$ cat src/rtl/acc_alu_pkg.sv
package acc_alu_pkg;

  typedef enum logic [3:0] {
    OP_TEST  = 4'd0,
    OP_SETM  = 4'd1,
    OP_CLRM  = 4'd2,
    OP_ZERO  = 4'd3,
    OP_INV   = 4'd4,
    OP_CMP8  = 4'd5,
    OP_CMP16 = 4'd6,
    OP_CLC   = 4'd7,
    OP_CLV   = 4'd8
  } alu_op_e;

  typedef struct packed {
    logic n;
    logic z;
    logic v;
    logic c;
  } ccr_t;

  // Operations whose value is stored by the sequencer.
  function automatic logic op_writes(input logic [3:0] code);
    return (code == OP_SETM) || (code == OP_CLRM) ||
           (code == OP_ZERO) || (code == OP_INV);
  endfunction

  function automatic logic op_defined(input logic [3:0] code);
    return code <= OP_CLV;
  endfunction

  // Flag rule for logical results: N/Z from value, V cleared, C as given.
  function automatic ccr_t logic_flags(input logic msb, input logic zero,
                                       input logic carry);
    ccr_t f;
    f.n = msb;
    f.z = zero;
    f.v = 1'b0;
    f.c = carry;
    return f;
  endfunction

  function automatic ccr_t sub_flags(input logic msb, input logic zero,
                                     input logic ovf, input logic borrow);
    ccr_t f;
    f.n = msb;
    f.z = zero;
    f.v = ovf;
    f.c = borrow;
    return f;
  endfunction

endpackage

$ cat src/rtl/acc_alu_logic.sv
module acc_alu_logic
  import acc_alu_pkg::*;
#(
  parameter int W = 8
) (
  input  logic [3:0]   op,
  input  logic [W-1:0] acc,
  input  logic [W-1:0] opnd,
  input  logic [W-1:0] msk,
  output logic [W-1:0] lval,
  output logic         lmsb,
  output logic         lzero
);

  always_comb begin
    unique case (op)
      OP_TEST: lval = acc & opnd;
      OP_SETM: lval = opnd | msk;
      OP_CLRM: lval = opnd & ~msk;
      OP_INV:  lval = ~opnd;
      default: lval = '0;
    endcase
  end

  assign lmsb  = lval[W-1];
  assign lzero = ~|lval;

endmodule

$ cat src/rtl/acc_alu_sub.sv
module acc_alu_sub #(
  parameter int W = 8
) (
  input  logic [W-1:0] minu,
  input  logic [W-1:0] subt,
  output logic [W-1:0] diff,
  output logic         borrow,
  output logic         ovf,
  output logic         dmsb,
  output logic         dzero
);

  logic [W:0] wide;

  assign wide   = {1'b0, minu} - {1'b0, subt};
  assign diff   = wide[W-1:0];
  assign borrow = wide[W];
  assign dmsb   = diff[W-1];
  assign dzero  = ~|diff;
  assign ovf    = (minu[W-1] ^ subt[W-1]) & (diff[W-1] ^ minu[W-1]);

endmodule

$ cat src/rtl/acc_alu_ccr_reg.sv
module acc_alu_ccr_reg
  import acc_alu_pkg::*;
(
  input  logic clk,
  input  logic rst_n,
  input  logic load,
  input  ccr_t d,
  output ccr_t q
);

  always_ff @(posedge clk or negedge rst_n) begin
    if (!rst_n)    q <= '0;
    else if (load) q <= d;
  end

endmodule

$ cat src/rtl/acc_alu_ccr.sv
module acc_alu_ccr
  import acc_alu_pkg::*;
#(
  parameter int DATA_W = 8
) (
  input  logic              clk,
  input  logic              rst_n,
  input  logic              op_valid,
  input  logic [3:0]        op_sel,
  input  logic [DATA_W-1:0] acc_a,
  input  logic [DATA_W-1:0] acc_b,
  input  logic [DATA_W-1:0] mem_opnd,
  input  logic [DATA_W-1:0] mem_next,
  input  logic [DATA_W-1:0] mask,
  output logic [DATA_W-1:0] result,
  output logic              result_we,
  output logic [3:0]        flags_nxt,
  output logic [3:0]        flags_q
);

  localparam int WIDE_W = 2 * DATA_W;

  ccr_t cur, nxt;

  logic [DATA_W-1:0] lval;
  logic              lmsb, lzero;
  logic [DATA_W-1:0] d8;
  logic              b8, v8, n8, z8;
  logic [WIDE_W-1:0] d16;
  logic              b16, v16, n16, z16;
  logic              wr_op;
  logic              known_op;

  acc_alu_logic #(.W(DATA_W)) logic_i (
    .op(op_sel), .acc(acc_a), .opnd(mem_opnd), .msk(mask),
    .lval(lval), .lmsb(lmsb), .lzero(lzero)
  );

  acc_alu_sub #(.W(DATA_W)) sub8_i (
    .minu(acc_a), .subt(mem_opnd), .diff(d8),
    .borrow(b8), .ovf(v8), .dmsb(n8), .dzero(z8)
  );

  acc_alu_sub #(.W(WIDE_W)) sub16_i (
    .minu({acc_a, acc_b}), .subt({mem_opnd, mem_next}), .diff(d16),
    .borrow(b16), .ovf(v16), .dmsb(n16), .dzero(z16)
  );

  acc_alu_ccr_reg ccr_i (
    .clk(clk), .rst_n(rst_n), .load(op_valid), .d(nxt), .q(cur)
  );

  assign wr_op    = op_writes(op_sel);
  assign known_op = op_defined(op_sel);

  always_comb begin
    nxt = cur;
    unique case (op_sel)
      OP_TEST:  nxt = logic_flags(lmsb, lzero, cur.c);
      OP_SETM,
      OP_CLRM:  nxt = logic_flags(lmsb, lzero, cur.c);
      OP_ZERO:  nxt = logic_flags(1'b0, 1'b1, 1'b0);
      OP_INV:   nxt = logic_flags(lmsb, lzero, 1'b1);
      OP_CMP8:  nxt = sub_flags(n8, z8, v8, b8);
      OP_CMP16: nxt = sub_flags(n16, z16, v16, b16);
      OP_CLC:   nxt.c = 1'b0;
      OP_CLV:   nxt.v = 1'b0;
      default:  nxt = cur;
    endcase
  end

  always_comb begin
    unique case (op_sel)
      OP_CMP8:  result = d8;
      OP_CMP16: result = d16[DATA_W-1:0];
      default:  result = lval;
    endcase
  end

  assign result_we = op_valid & wr_op;
  assign flags_nxt = nxt;
  assign flags_q   = cur;

endmodule

$ cat config.mk
export PLATFORM = sky130hd
export DESIGN_NAME = acc_alu_ccr
export DESIGN_NICKNAME = d
export VERILOG_FILES = /design/src/rtl/acc_alu_pkg.sv /design/src/rtl/acc_alu_logic.sv /design/src/rtl/acc_alu_sub.sv /design/src/rtl/acc_alu_ccr_reg.sv /design/src/rtl/acc_alu_ccr.sv
export SDC_FILE = /design/constraint.sdc
export NUM_CORES = 1
export LEC_CHECK = 0
export ABC_AREA = 0
export ABC_CLOCK_PERIOD_IN_PS = 3100
export BUFFER_PORTS_ARGS = -buffer_cell sky130_fd_sc_hd__buf_2
export CAP_MARGIN = 30
export CORE_UTILIZATION = 34
export CTS_CLUSTER_DIAMETER = 60
export CTS_CLUSTER_SIZE = 40
export DETAILED_ROUTE_END_ITERATION = 16
export GPL_ROUTABILITY_DRIVEN = 0
export MAX_ROUTING_LAYER = met4
export PLACE_DENSITY = 0.64
export SYNTH_ARGS = -nofsm -noshare
export SYNTH_HDL_FRONTEND = slang
export SYNTH_SLANG_ARGS = --single-unit
$ cat constraint.sdc
create_clock -name clk -period 3.1 [get_ports clk]
set_input_delay 0.31 -clock clk [delete_from_list [all_inputs] [get_ports clk]]
set_output_delay 0.31 -clock clk [all_outputs]
set_load 0.05 [all_outputs]
==> impl_metrics.prom <==
# TYPE chip_impl_metric gauge
chip_impl_metric{name="starting_density_of_the_core",unit="%"} 35.1
chip_impl_metric{name="postSynthRegisterBits",unit=""} 4
chip_impl_metric{name="synth-async-reset-ratio",unit="%"} 100
chip_impl_metric{name="vdd.ir_drop.worst",unit="mV"} 0.192
chip_impl_metric{name="arrival_time_reported_for_the_critical_path_endpoint",unit="ns"} 2.63
chip_impl_metric{name="gr-usage-all-layers",unit="%"} 20.9
chip_impl_metric{name="powerDensity",unit="nW/um2"} 294
chip_impl_metric{name="synthesis.area",unit="um2"} 1930
chip_impl_metric{name="largest_reg_flops",unit=""} 4
chip_impl_metric{name="grt_pass1_wl",unit="um"} 9980
chip_impl_metric{name="share_of_the_cycle_needed_by_the_critical_path_after_routing",unit="%"} 94.8
chip_impl_info{name="synth.most_common_cell",value="inv_1"} 1
chip_impl_info{name="top_register",value="ccr_i.q"} 1
chip_impl_metric{name="numCtsBuffers",unit=""} 3
chip_impl_metric{name="max_clock_freq",unit="MHz"} 340
chip_impl_metric{name="path_max_fanout",unit=""} 3
chip_impl_metric{name="multi_input_area",unit="um2"} 1660
chip_impl_info{name="synth_top_area_cell",value="ha_1"} 1
chip_impl_metric{name="final_setup_violation_count",unit=""} 0
chip_impl_metric{name="worst_path_required",unit="ns"} 2.79
chip_impl_metric{name="drt-wirelength-per-cell",unit="um"} 14.3
chip_impl_metric{name="power.share.combinational",unit="%"} 74.8
chip_impl_metric{name="worst_clock_skew",unit="ns"} 0
chip_impl_metric{name="die_h",unit="um"} 77.4
chip_impl_metric{name="dp.cells",unit=""} 409
chip_impl_info{name="dominantRegCellSynth",value="dfrtp_1"} 1
chip_impl_metric{name="netlist_instances",unit=""} 284
chip_impl_metric{name="yosys_warnings",unit=""} 0
chip_impl_metric{name="first_iter_violations",unit=""} 119
chip_impl_metric{name="synthesized_area_per_cell",unit="um2"} 6.80
chip_impl_metric{name="first_global_vias",unit=""} 2191
chip_impl_metric{name="clock_network_latency_to_the_later_pin_of_the_worst_skew_pair",unit="ns"} 0.22
chip_impl_info{name="cts_tree",value="yes"} 1
chip_impl_metric{name="ant_nets",unit=""} 0
chip_impl_metric{name="synth.yosys.seq_area_share",unit="%"} 5.18
chip_impl_metric{name="fin_cells",unit=""} 414
chip_impl_metric{name="routed-via-count",unit=""} 2340
chip_impl_metric{name="drt-pass1-iter-count",unit=""} 5
chip_impl_metric{name="total_leakage_power",unit="nW"} 1.14
chip_impl_metric{name="final_hold_viol_count",unit=""} 0
chip_impl_metric{name="dpl.hpwl",unit="um"} 4970
chip_impl_metric{name="maxCapViolCount",unit=""} 0
chip_impl_info{name="endpoint_kind",value="primary output"} 1
chip_impl_metric{name="placement.io_buffers",unit=""} 63
chip_impl_metric{name="drt-total-wl",unit="um"} 5930
chip_impl_info{name="synth.area.top_cells",value="ha_1 (12%), a21oi_1 (6.7%), inv_1 (5.2%), dfrtp_1 (5.2%), nor2_1 (5.1%)"} 1
chip_impl_metric{name="floorplan.die_area",unit="um2"} 5990
chip_impl_metric{name="worst_slew_pin_slew",unit="ns"} 0.616
chip_impl_metric{name="synth-edff-count",unit=""} 0
chip_impl_info{name="largest_registers_ranked_by_flip_flop_count",value="ccr_i.q x4"} 1
chip_impl_metric{name="switch_share",unit="%"} 52.2
chip_impl_metric{name="floorplan.core_area",unit="um2"} 5510
chip_impl_metric{name="area_growth_syn_to_layout",unit="%"} 23.6
chip_impl_metric{name="post-route-worst-setup-slack",unit="ns"} 0.160
chip_impl_metric{name="avgViaCountPerCell",unit=""} 5.65
chip_impl_info{name="synth_common_cells",value="inv_1 (27), a21oi_1 (26), nor2_1 (26)"} 1
chip_impl_metric{name="total_switching_power",unit="mW"} 0.366
chip_impl_metric{name="floorplan.io_pins",unit=""} 64
chip_impl_metric{name="placed_cell_area",unit="um2"} 2310
chip_impl_metric{name="utilization",unit="%"} 43.4
chip_impl_metric{name="power.internal",unit="mW"} 0.335
chip_impl_metric{name="timing.max_slew.rel_slack",unit="%"} 58.8
chip_impl_metric{name="sequential_cell_area",unit="um2"} 100
chip_impl_metric{name="postLayoutCellArea",unit="um2"} 2390
chip_impl_info{name="status",value="finished clean"} 1
chip_impl_metric{name="diodes",unit=""} 0
chip_impl_metric{name="synth.lib_cells_used.distinct",unit=""} 60
chip_impl_info{name="hold_class",value="in2reg"} 1
chip_impl_info{name="timing.critical_path.from_type",value="input port"} 1
chip_impl_metric{name="timing_max_transition_violations_final",unit=""} 0
chip_impl_metric{name="ctsLongestPathBuffers",unit=""} 2
chip_impl_metric{name="seq_power_share",unit="%"} 9.4
chip_impl_metric{name="share_of_final_layout_standard_cells_stronger_than_drive_strength_1",unit="%"} 27.8
chip_impl_info{name="clock-root-buffer",value="clkbuf_8"} 1
chip_impl_metric{name="netlist.area_leader.share",unit="%"} 11.7
chip_impl_metric{name="synth_fp_nets",unit=""} 351
chip_impl_metric{name="clkSinkCount",unit=""} 4
chip_impl_metric{name="totalPowerFinal",unit="mW"} 0.701
chip_impl_info{name="worst_setup_path_type",value="in2out"} 1
chip_impl_metric{name="clkPwrFrac",unit="%"} 15.8
chip_impl_metric{name="number_of_antenna_violations_at_the_first_check_in_global_routing",unit=""} 0
chip_impl_metric{name="final_net_count",unit=""} 411
chip_impl_metric{name="std_cell_rows",unit=""} 27
chip_impl_metric{name="cts-htree-levels",unit=""} 1
chip_impl_metric{name="fill_cells",unit=""} 592
chip_impl_metric{name="post-route-min-period",unit="ns"} 2.94
chip_impl_metric{name="dieWidth",unit="um"} 77.4
chip_impl_metric{name="cts.reportedPaths.clkPinSlew",unit="ns"} 0.03
chip_impl_metric{name="route.detailed.drc",unit=""} 0
chip_impl_metric{name="dpl_worst_slack",unit="ns"} 0.0000251
chip_impl_metric{name="maximum_number_of_pins_on_one_net_before_global_route_repair",unit=""} 20
chip_impl_metric{name="grt_remaining_overflow",unit=""} 0
==> final timing paths <==
path,from,to,slack (ns),cells after the start
min in group asynchronous,rst_n,ccr_i.q[1],0.43,2
min reg2reg,ccr_i.q[0],ccr_i.q[0],0.52,2
max,acc_b[0],flags_nxt[2],0.16,14
max in group asynchronous,rst_n,ccr_i.q[3],2.55,2
min,op_valid,ccr_i.q[2],0.37,2
max reg2reg,ccr_i.q[1],ccr_i.q[1],2.38,1
==> critical path: stages <==
cell	delay, ns
buf_2	0.09
inv_1	0.07
ha_1	0.14
inv_1	0.05
fa_2	0.36
a21oi_2	0.22
o221ai_2	0.15
a211oi_2	0.31
xnor2_1	0.10
a31oi_1	0.14
and4b_1	0.23
o2111ai_2	0.13
a21oi_2	0.17
buf_6	0.17
==> kinds of logic after synthesis <==
logic type / count (synthesis) / synth area share [%]
muxes: 2 / 1.04
adders and majority gates: 20 / 13.7
xor gates and xnor gates: 18 / 8.16
and+or+nand+nor: 90 / 24.2
buffers and inverters: 45 / 9.72
DFF: 4 / 5.18
AOI/OAI and AO/OA: 105 / 38.0
==> power by group through the flow <==
| stage | Combinational (mW) | Sequential (mW) | Clock, mW |
|---|---|---|---|
| global placement | 0.508 | 0.0664 | 0 |
| detailed placement | 0.513 | 0.0664 | 0 |
| global route | 0.571 | 0.0671 | 0.118 |
| floorplan | 0.352 | 0.0944 | 0 |
| CTS | 0.517 | 0.0659 | 0.113 |
| finish | 0.525 | 0.0658 | 0.111 |
==> stage by stage <==
stage / hold slack [ns] / TNS (ns)
6_report: 0.367 / 0
3_3_place_gp: 0.118 / 0
3_5_place_dp: 0.123 / 0
4_1_cts: 0.364 / 0
2_1_floorplan: 0.0144 / 0
5_1_grt: 0.391 / -0.0327
==> cell usage in the layout, fill, tap and decap left out, types with 3 or more instances in the layout <==
master and count:
a21o_1 7, a21oi_1 25, a21oi_2 5, a31oi_1 13, buf_2 62, buf_4 9, clkbuf_8 3, dfrtp_1 4
ha_1 18, inv_1 27, nand2_1 16, nand2b_1 4, nand3_1 10, nand4_1 4, nor2_1 26, nor2b_1 3
nor3_1 12, o21ai_0 12, o221ai_1 4, o22ai_1 9, o31a_1 3, o31ai_1 3, xnor2_1 10, xor2_1 8
==> metal layers <==
| layer | share of wire, % | GRT usage [%] | vias up |
|---|---|---|---|
| met4 | 0.52 | 4.34 | 0 |
| met3 | 7.0 | 2.59 | 4 |
| met2 | 48 | 36.2 | 92 |
| li1 | - | - | 1167 |
| met5 | 0 | - | - |
| met1 | 44 | 25.9 | 1077 |
==> final cells by class <==
class	count	share of cell area, %
multi-input cells	235	69.4
clock buffers	3	1.73
well taps	72	3.77
repair buffers	73	16.7
flip-flops and latches	4	4.19
inverters	27	4.24
==> timing repair <==
item                                    in CTS  in global routing
hold endpoints to repair                     4                  0
hold buffers                                 1                  0
gates resized for setup                      1                  3
buffers inserted                             0                  1
pin swaps                                    0                  4
endpoints found under the setup margin       1                  1
(Power assumes the default switching activity.)
